<file path="config.mk">
export PLATFORM = sky130hd
export DESIGN_NAME = burst_addr_seq
export DESIGN_NICKNAME = d
export VERILOG_FILES = /design/src/rtl/bas_pkg.sv /design/src/rtl/bas_ctrl.sv /design/src/rtl/bas_datapath.sv /design/src/rtl/burst_addr_seq.sv
export SDC_FILE = /design/constraint.sdc
export NUM_CORES = 1
export LEC_CHECK = 0
export ABC_AREA = 0
export CAP_MARGIN = 5
export CORE_MARGIN = 2
export CORE_UTILIZATION = 40
export DETAILED_ROUTE_END_ITERATION = 10
export GPL_ROUTABILITY_DRIVEN = 0
export PLACE_DENSITY = 0.8
export SYNTH_ARGS = -nofsm -noshare
export SYNTH_HDL_FRONTEND = slang
export SYNTH_SLANG_ARGS = --single-unit
</file>
<file path="constraint.sdc">
create_clock -name clk -period 3.9 [get_ports clk]
set_clock_uncertainty 0.1 [all_clocks]
set_input_delay 0.78 -clock clk [delete_from_list [all_inputs] [get_ports clk]]
set_output_delay 0.78 -clock clk [all_outputs]
set_load 0.01 [all_outputs]
</file>
<file path="src/rtl/bas_pkg.sv">
package bas_pkg;
  typedef enum logic [2:0] {
    CYC_IDLE  = 3'd0,
    CYC_DESEL = 3'd1,
    CYC_RD    = 3'd2,
    CYC_WR    = 3'd3,
    CYC_CONT  = 3'd4,
    CYC_SUSP  = 3'd5
  } cyc_e;

  typedef struct packed {
    logic load;
    logic step;
  } seqCmd_t;
endpackage

</file>
<file path="src/rtl/bas_ctrl.sv">
module bas_ctrl
  import bas_pkg::*;
(
  input  logic    clk,
  input  logic    rstN,
  input  logic    procStrobeN,
  input  logic    ctrlStrobeN,
  input  logic    advanceN,
  input  logic    ce1N,
  input  logic    ce2,
  input  logic    ce3N,
  input  logic    writeN,
  output seqCmd_t cmd,
  output cyc_e    cycType,
  output logic    cycWr
);
  logic selected, procGo, ctrlGo, burstActive, nextWr;
  cyc_e nextType;

  always_comb begin
    selected = !ce1N && ce2 && !ce3N;
    procGo   = !procStrobeN && !ce1N;
    ctrlGo   = !ctrlStrobeN;
    nextType = CYC_IDLE;
    nextWr   = 1'b0;
    if (procGo || ctrlGo) begin
      if (!selected)    nextType = CYC_DESEL;
      else if (procGo)  nextType = CYC_RD;
      else if (!writeN) begin
        nextType = CYC_WR;
        nextWr   = 1'b1;
      end else          nextType = CYC_RD;
    end else if (burstActive) begin
      nextType = advanceN ? CYC_SUSP : CYC_CONT;
      nextWr   = !writeN;
    end
    cmd.load = (nextType == CYC_RD) || (nextType == CYC_WR);
    cmd.step = (nextType == CYC_CONT);
  end

  always_ff @(posedge clk) begin
    if (!rstN) begin
      cycType     <= CYC_IDLE;
      cycWr       <= 1'b0;
      burstActive <= 1'b0;
    end else begin
      cycType <= nextType;
      cycWr   <= nextWr;
      if (cmd.load)                  burstActive <= 1'b1;
      else if (nextType == CYC_DESEL) burstActive <= 1'b0;
    end
  end

  AST_PROC_READ: assert property (@(posedge clk) disable iff (!rstN)
    (!procStrobeN && !ce1N && ce2 && !ce3N) |=> (cycType == CYC_RD && !cycWr));
  AST_CE1_MASK: assert property (@(posedge clk) disable iff (!rstN)
    (ce1N && ctrlStrobeN && !burstActive) |=> (cycType == CYC_IDLE));
  AST_STROBE_DESEL: assert property (@(posedge clk) disable iff (!rstN)
    (!ctrlStrobeN && !ce2) |=> (cycType == CYC_DESEL));
  AST_NO_STROBE_NO_START: assert property (@(posedge clk) disable iff (!rstN)
    ((ce1N || procStrobeN) && ctrlStrobeN) |=>
      !(cycType inside {CYC_RD, CYC_WR, CYC_DESEL}));
endmodule

</file>
<file path="src/rtl/bas_datapath.sv">
module bas_datapath
  import bas_pkg::*;
#(
  parameter int ADDR_W     = 18,
  parameter int BURST_BITS = 2
) (
  input  logic              clk,
  input  logic              rstN,
  input  seqCmd_t           cmd,
  input  logic [ADDR_W-1:0] addrIn,
  input  logic              interleaveMode,
  output logic [ADDR_W-1:0] curAddr
);
  localparam int UPPER_W = ADDR_W - BURST_BITS;

  logic [ADDR_W-1:0]     baseAddr;
  logic [BURST_BITS-1:0] beatCnt;
  logic                  ilvMode;
  logic [BURST_BITS-1:0] lowBits;

  always_ff @(posedge clk) begin
    if (!rstN) begin
      baseAddr <= '0;
      beatCnt  <= '0;
      ilvMode  <= 1'b0;
    end else if (cmd.load) begin
      baseAddr <= addrIn;
      beatCnt  <= '0;
      ilvMode  <= interleaveMode;
    end else if (cmd.step) begin
      beatCnt <= beatCnt + 1'b1;
    end
  end

  always_comb begin
    if (ilvMode) lowBits = baseAddr[BURST_BITS-1:0] ^ beatCnt;
    else         lowBits = baseAddr[BURST_BITS-1:0] + beatCnt;
  end

  assign curAddr = {baseAddr[ADDR_W-1 -: UPPER_W], lowBits};

  AST_HOLD_ADDR: assert property (@(posedge clk) disable iff (!rstN)
    (!cmd.load && !cmd.step) |=> $stable(curAddr));
  AST_UPPER_FIXED: assert property (@(posedge clk) disable iff (!rstN)
    !cmd.load |=> $stable(curAddr[ADDR_W-1:BURST_BITS]));
  AST_STEP_MOVES: assert property (@(posedge clk) disable iff (!rstN)
    (cmd.step && !cmd.load) |=>
      (curAddr[BURST_BITS-1:0] != $past(curAddr[BURST_BITS-1:0])));
endmodule

</file>
<file path="src/rtl/burst_addr_seq.sv">
module burst_addr_seq
  import bas_pkg::*;
#(
  parameter int ADDR_W     = 18,
  parameter int BURST_BITS = 2
) (
  input  logic              clk,
  input  logic              rstN,
  input  logic [ADDR_W-1:0] addrIn,
  input  logic              procStrobeN,
  input  logic              ctrlStrobeN,
  input  logic              advanceN,
  input  logic              ce1N,
  input  logic              ce2,
  input  logic              ce3N,
  input  logic              writeN,
  input  logic              interleaveMode,
  output logic [ADDR_W-1:0] curAddr,
  output logic [2:0]        cycleType,
  output logic              cycleWr
);
  seqCmd_t cmd;
  cyc_e    cycType;

  bas_ctrl ctrl_i (
    .clk(clk), .rstN(rstN), .procStrobeN(procStrobeN), .ctrlStrobeN(ctrlStrobeN),
    .advanceN(advanceN), .ce1N(ce1N), .ce2(ce2), .ce3N(ce3N), .writeN(writeN),
    .cmd(cmd), .cycType(cycType), .cycWr(cycleWr)
  );

  bas_datapath #(.ADDR_W(ADDR_W), .BURST_BITS(BURST_BITS)) dp_i (
    .clk(clk), .rstN(rstN), .cmd(cmd), .addrIn(addrIn),
    .interleaveMode(interleaveMode), .curAddr(curAddr)
  );

  assign cycleType = cycType;
endmodule

</file>
* Word level (Yosys, flattened, before mapping)
Index checks and enable logic that the tools add are counted.
** Word-level totals
- Bits in registers :: 26
- Output and inout port bits :: 22
- Logic and storage cells :: 40
** Cells by class
- Bitwise operators :: 2
- Multiplexer cells :: 14
- Reduce and logical (&&, ||, !) cells :: 12
- Equal/unequal tests :: 4
- Add/sub/neg operators :: 2
** Operator list (count)
- 3-bit two-way mux :: 4
- 1-bit two-way mux :: 9
- 3-bit by 2-bit equality test with 1-bit output (second input constant) :: 2
- 1-bit logical NOT :: 5
- 3-bit by 1-bit equality test with 1-bit output (second input constant) :: 1
- 3-bit equality test (second input constant) :: 1
- 1-bit logical AND :: 3
- 2-bit by 1-bit adder with 2-bit output (second input constant) :: 1
- 2-bit adder :: 1
- 1-bit logical OR :: 2
- 2-bit two-way mux :: 1
- 2-bit nonzero test :: 1
- 2-bit OR reduction :: 1
- 2-bit bitwise XOR :: 1
- 1-bit NOT :: 1

* Logic depth before layout (Yosys ltp)
Gate-level depths: netlist (run 1).
- Depth after elaboration :: 8
- Mapped depth :: 5

* Modules after synthesis
A second synthesis (run 1) with hierarchy kept.
** Unflattened totals
- Cells, all modules :: 112
- Area, all modules :: 1166.1 sq um
** Modules (own cells, without submodules)
- bas_datapath :: sequential area each 420.4 sq um, cells each 89, area an instance 957.2 sq um, instances 1
- bas_ctrl :: sequential area each 100.1 sq um, cells each 23, area an instance 209.0 sq um, instances 1

* Least setup slack after synthesis (run 1)
Ideal clock, no wire load.
- Path kind :: register -> output
- Start :: reg dp_i.beatCnt[0]
- End :: out curAddr[1]
- Data required time :: 3020 ps
- Path slack :: 2182 ps
- Stages on the path, launching flop included :: 4
- Arrival time :: 838 ps
- Cell sequence :: dfxtp_1 -> ha_1 -> nor2b_1 -> xnor2_1
** On the way
- Longest elaborated chain between the ends :: 2
** RTL lines
- start, declared :: line bas_datapath.sv:17 : logic [BURST_BITS-1:0] beatCnt;
- start signal, assigned :: line bas_datapath.sv:31 : beatCnt <= beatCnt + 1'b1;
- 2-bit adder :: line bas_datapath.sv:37 : else lowBits = baseAddr[BURST_BITS-1:0] + beatCnt;
- 2-bit two-way mux :: line bas_datapath.sv:36 : if (ilvMode) lowBits = baseAddr[BURST_BITS-1:0] ^ beatCnt;
- end, declared :: line burst_addr_seq.sv:18 : output logic [ADDR_W-1:0] curAddr,
No other way between the ends.

* Worst setup path after layout (run 1)
Ends and elaborated chain as after synthesis.

==> impl_metrics.yaml, run 1 <==
critical_path:
  startpoint: "dp_i.beatCnt[0]"
  reg2reg_from: "dp_i.beatCnt[0]"
  path_class: "reg2out"
  cp.arrival_ps: 1690
  crit_path_start_kind: "register"
  crit_fanout: 4
  crit_path_end_kind: "primary output"
  critPathRequiredTime_ps: 3020
sta:
  fmax_ghz: 0.390
  tns_ps: 0
  setup_viol: 0
  slew_headroom_pct: 44.1
  period_needed_ps: 2570
  slew_viol_final: 0
  worst_pin_slew_ps: 833
  period_share_pct: 65.8
  rsz0062_at_grt: "false"
  hold_violations: 0
floorplan:
  die_area_um2: 2950
  rows: 18
  die_x_um: 54.3
  core-area_um2: 2430
  die_y_um: 54.3
  initial_core_util_pct: 41.7
  ioPinCount: 50
synthesis:
  synthTopCellsByArea: "dfxtp_1 (51%), a22o_1 (16%), buf_4 (12%), a21boi_1 (2.2%), buf_2 (2.0%)"
  syn_nets: 121
  synth_area_per_cell_um2: 11.0
  synth_largest_area_cell: "dfxtp_1"
  ys_seq_area_share_pct: 51.4
  yosys_warnings: 0
  syn_inst: 92
  synth_area_um2: 1010
  yosysTopAreaCellShare_pct: 51.4
  netlist-cell-type-count: 22
  synth-seq-cells: 26
cts:
  clock-sinks: 26
  cts_tree: "done"
  cts_buffer_depth: 2
  cts_buffers: 3
  path_clk_slew_ps: 130
  h-tree-depth: 1
  insertion_delay_ps: 310
  postCtsSetupRepairBufs: 0
  cts_hold_buf: 0
  clock-root-buffer: "clkbuf_4"
  cts_resized: 0
power:
  switching_share_pct: 20.8
  power.switching_mw: 0.0977
  clock_power_share_pct: 27.6
  ir_drop_mv: 0.169
  powerDensity_nw_per_um2: 326
  power.total_mw: 0.470
  p_int_mw: 0.372
  p_comb_share_pct: 13.5
  seqPwrFrac_pct: 58.8
  p_leak_nw: 0.547
global_routing:
  grt_overflow_total: 0
  grt_max_degree: 22
  grt_usage_pct: 14.3
  grt_antenna_before_repair: 0
  grt_pass1_vias: 731
  grt_first_pass_wirelength_mm: 3.00
routing:
  drt_wl_total_mm: 1.94
  drc: 0
  drt_iter0_drc: 1
  firstDrtPassIters: 2
  post_drt_wl_per_cell_um: 12.5
  via_per_inst: 4.96
  num_vias: 769
  antenna_left: 0
job:
  drv_cap: 0
final_layout:
  finalNetCount: 155
  drive_above_1_share_pct: 5.60
  antenna_cells: 0
  synthToLayoutAreaGrowth_pct: 42.2
hold_path:
  hp-start: "dp_i.baseAddr[17]"
  min_path_type: "reg2reg"
outcome:
  status: "completed"
placement:
  hpwl_mm: 1.48
  portBuffers: 49
registers in the layout (all words and copies together), names as in the netlist:
register and flops:
dp_i.beatCnt 2, dp_i.ilvMode 1, ctrl_i.cycType 3, ctrl_i.cycWr 1, ctrl_i.burstActive 1, dp_i.baseAddr 18
layer usage:
| metal | GRT usage [%] | vias up | routed length, um |
|---|---|---|---|
| met5 | 0 | - | 0 |
| met4 | 8.75 | 0 | 44 |
| met1 | 15.7 | 349 | 812 |
| met2 | 24.9 | 31 | 924 |
| met3 | 3.01 | 4 | 155 |
| li1 | - | 385 | - |
layout make-up:
type	instances	area [um^2]
multi-input combinational	45	353
timing repair buffer	49	490
inverter	1	3.75
clock buffer	4	36.3
tap	30	37.5
sequential	26	520
fill	224	991
power groups by stage:
stage / clock (mW) / sequential [mW] / combinational, mW
floorplan: 0 / 0.282 / 0.0257
global placement: 0 / 0.282 / 0.0633
detailed placement: 0 / 0.283 / 0.0640
CTS: 0.135 / 0.277 / 0.0645
global route: 0.145 / 0.278 / 0.0691
finish: 0.130 / 0.277 / 0.0636
Yosys cell counts:
| cell type | count |
|---|---|
| xnor2_1 | 2 |
| buf_2 | 4 |
| dfxtp_1 | 26 |
| and3_1 | 1 |
| a211oi_1 | 1 |
| o21a_1 | 2 |
| nor2_1 | 1 |
| nor3b_2 | 1 |
| a21boi_1 | 3 |
| a22o_1 | 19 |
| buf_4 | 16 |
| nand3_1 | 2 |
| ha_1 | 1 |
| inv_1 | 1 |
| a21oi_1 | 1 |
| nand2_1 | 2 |
| or4_1 | 2 |
| or2b_1 | 2 |
| nor2_2 | 1 |
| nor2b_1 | 1 |
| o21ai_0 | 1 |
| o31ai_1 | 2 |
cells in the final DEF (no fill, tap or decap):
master,n
a21boi_1,2
clkbuf_8,1
o21ai_0,1
nor2_1,1
a21oi_1,1
clkdlybuf4s50_1,49
and3_1,1
nor2_2,1
o31ai_1,2
nand3_1,2
nand2_1,2
or2b_1,2
clkbuf_4,3
a21boi_2,1
a211oi_1,1
dfxtp_1,26
ha_1,1
o21a_1,2
nor2b_1,1
or4_1,2
inv_1,1
xnor2_1,2
nor3b_2,1
a22o_1,19
stage by stage:
step / std cells / hold slack, ps / setup WS, ps / utilization [%] / cell area [um^2]
after floorplan: 92 / 350 / 2180 / - / 1010
after global placement: 151 / 360 / 1400 / 57.8 / 1410
after detailed placement: 151 / 364 / 1320 / 57.8 / 1410
after CTS: 155 / 399 / 1320 / 59.3 / 1440
after global routing: 155 / 414 / 1210 / 59.3 / 1440
final: 155 / 394 / 1330 / 59.3 / 1440
critical path, cell delays in order, from the launching register on:
cell and delay, ps:
dfxtp_1 390, ha_1 160, nor2b_1 150, xnor2_1 130
clkdlybuf4s50_1 560
cell families (layout without fill, tap and decap cells):
group                    after synthesis  count (layout)  synth area share [%]
buffers and inverters                 21              54                  14.2
AO/OA/AOI/OAI                         29              29                  23.3
adder cells (fa/ha/maj)                1               1                  1.23
XOR/XNOR                               2               2                  1.73
AND/OR/NAND/NOR                       13              13                  8.15
flip-flops                            26              26                  51.4
worst paths after layout:
check | endpoint | slack, ps | cells past startpoint
max | curAddr[1] | 1330 | 4
min | dp_i.baseAddr[17] | 390 | 1
max reg2reg | dp_i.beatCnt[1] | 2570 | 3
min reg2reg | dp_i.baseAddr[17] | 390 | 1
No activity file was read; power rests on OpenSTA's default activity.
==> run 2: changes to the inputs <==
--- a/config.mk
+++ b/config.mk
@@ -8,10 +8,10 @@
 export ABC_AREA = 0
 export CAP_MARGIN = 5
 export CORE_MARGIN = 2
-export CORE_UTILIZATION = 40
+export CORE_UTILIZATION = 39
 export DETAILED_ROUTE_END_ITERATION = 10
 export GPL_ROUTABILITY_DRIVEN = 0
-export PLACE_DENSITY = 0.8
+export PLACE_DENSITY = 0.78
 export SYNTH_ARGS = -nofsm -noshare
 export SYNTH_HDL_FRONTEND = slang
 export SYNTH_SLANG_ARGS = --single-unit
==> constraint.sdc (replaced) <==
create_clock -name clk -period 2.4 [get_ports clk]
set_clock_uncertainty 0.1 [all_clocks]
set_input_delay 0.48 -clock clk [delete_from_list [all_inputs] [get_ports clk]]
set_output_delay 0.48 -clock clk [all_outputs]
set_load 0.01 [all_outputs]
==> run 2 against run 1 <==
Core utilization shrank 0.57 points. Clock power increased by 63%. Sequential power rose by 62%. Combinational power increased by 67%. Worst hold slack lost 4.7 ps. Total power rose by 63%. Clock-buffer cell count did not move. Register-to-register slack lost 1500 ps.
==> impl_metrics.yaml, run 2 (same netlist as run 1, synthesis figures left out) <==
outcome:
  status: "completed"
critical_path:
  crit_path_end_kind: "primary output"
  cp.arrival_ps: 1680
  crit_fanout: 4
  critPathRequiredTime_ps: 1820
  cp_num_buf_inv: 1
  path_class: "reg2out"
  crit_path_start_kind: "register"
  cp_cell_sequence: "ha_1, nor2b_1, xnor2_1, clkdlybuf4s50_1"
  cpPeakStageDelay_ps: 560
  cp_top_family: "buffers and inverters"
  crit_path_top_delay_cell: "clkdlybuf4s50_1"
global_routing:
  grt_max_degree: 22
  grt_pass1_vias: 732
  grt_usage_pct: 14.4
  grt_antenna_before_repair: 0
  grt_overflow_total: 0
  grt_first_pass_wirelength_mm: 3.14
routing:
  antenna_left: 0
  num_vias: 781
  post_drt_wl_per_cell_um: 13.4
  drt_iter0_drc: 4
  via_per_inst: 4.97
  drt_wl_total_mm: 2.10
  firstDrtPassIters: 2
  drc: 0
placement:
  portBuffers: 49
  postPlaceCellArea_um2: 1420
  hpwl_mm: 1.59
cts:
  cts_buffers: 3
  insertion_delay_ps: 310
  clock-root-buffer: "clkbuf_4"
  path_clk_slew_ps: 130
  cts_buffer_depth: 2
  h-tree-depth: 1
  cts_tree: "done"
  clock-sinks: 26
power:
  seqPwrFrac_pct: 58.6
  powerDensity_nw_per_um2: 528
  clock_power_share_pct: 27.6
  ir_drop_mv: 0.431
  p_leak_nw: 0.557
  switching_share_pct: 20.9
  p_comb_share_pct: 13.8
  power.switching_mw: 0.161
  p_int_mw: 0.607
sta:
  rsz0062_at_grt: "false"
  worst_hold_slack_ps: 389
  slew_headroom_pct: 81.9
  hold_violations: 0
  fmax_ghz: 0.443
  period_needed_ps: 2260
  slew_viol_final: 0
  setup_viol: 0
  tns_ps: 0
  period_share_pct: 94.1
  worst_pin_slew_ps: 272
floorplan:
  die_area_um2: 3020
  die_y_um: 55.0
  core-area_um2: 2480
  die_x_um: 55.0
  initial_core_util_pct: 40.9
  ioPinCount: 50
  rows: 18
final_layout:
  final_cell_mix: "clkdlybuf4s50_1 (49), dfxtp_1 (25), a22o_1 (19)"
  antenna_cells: 0
  synthToLayoutAreaGrowth_pct: 43.5
  fillers: 230
  drive_above_1_share_pct: 7.09
  final_common_cell: "clkdlybuf4s50_1"
  final_area_um2: 1450
  multiInputGateArea_um2: 349
  regArea_um2: 522
  largest_reg_flops: 18
  reg_top3: "dp_i.baseAddr (18), ctrl_i.cycType (3), dp_i.beatCnt (2)"
  regMostFlops: "dp_i.baseAddr"
  finalNetCount: 157
hold_path:
  min_path_type: "reg2reg"
job:
  drv_cap: 0
-- run 2: path summary, 6_finish.rpt --
check	slack [ps]	from	depth (start not counted)	endpoint
hold reg to reg	390	dp_i.beatCnt[0]	2	dp_i.beatCnt[0]
setup reg to reg	1110	dp_i.beatCnt[0]	3	dp_i.beatCnt[1]
hold / removal	390	dp_i.beatCnt[0]	2	dp_i.beatCnt[0]
setup / recovery	140	dp_i.beatCnt[0]	4	curAddr[1]
-- run 2: metrics by stage --
| stage | cells | total power, mW | setup slack [ps] | utilization (%) |
|---|---|---|---|---|
| after floorplan | 92 | 0.501 | 982 | - |
| after global placement | 153 | 0.564 | 476 | 57.2 |
| after detailed placement | 153 | 0.566 | 401 | 57.2 |
| after CTS | 157 | 0.780 | 85.6 | 58.6 |
| after global routing | 157 | 0.804 | 19.4 | 58.7 |
| final | 157 | 0.768 | 142 | 58.7 |
-- run 2: routing by layer --
layer  vias up  share of wire (%)  global-route usage (%)
li1        388                  -                       -
met3         2                9.7                    5.38
met5         -                  0                       0
met2        28                 51                    26.2
met1       363                 39                    15.7
met4         0                1.2                    3.66
-- run 2: layout make-up --
| class | count | area share (%) |
|---|---|---|
| Clock buffer | 4 | 2.50 |
| Inverter | 1 | 0.258 |
| Multi-Input combinational cell | 45 | 24.0 |
| Sequential cell | 26 | 35.9 |
| Tap cell | 30 | 2.58 |
| Timing Repair Buffer | 51 | 34.8 |
-- run 2: worst register-to-register path, stage by stage (launching register included) --
cell and delay (ps):
dfxtp_2 370, or2b_1 240, or4_1 390, a21boi_1 140
-- run 2: repair_timing --
action | 4_1_cts | 5_1_grt
gates resized for setup | 0 | 1
hold buffers | 0 | 0
setup buffers | 0 | 0
endpoints found under the setup margin | 0 | 1
-- run 2: power by group through the flow --
stage | combinational (mW) | clock (mW) | sequential [mW]
2_1_floorplan | 0.0418 | 0 | 0.459
3_3_place_gp | 0.105 | 0 | 0.459
3_5_place_dp | 0.107 | 0 | 0.459
4_1_cts | 0.107 | 0.223 | 0.450
5_1_grt | 0.115 | 0.238 | 0.451
6_report | 0.106 | 0.212 | 0.450
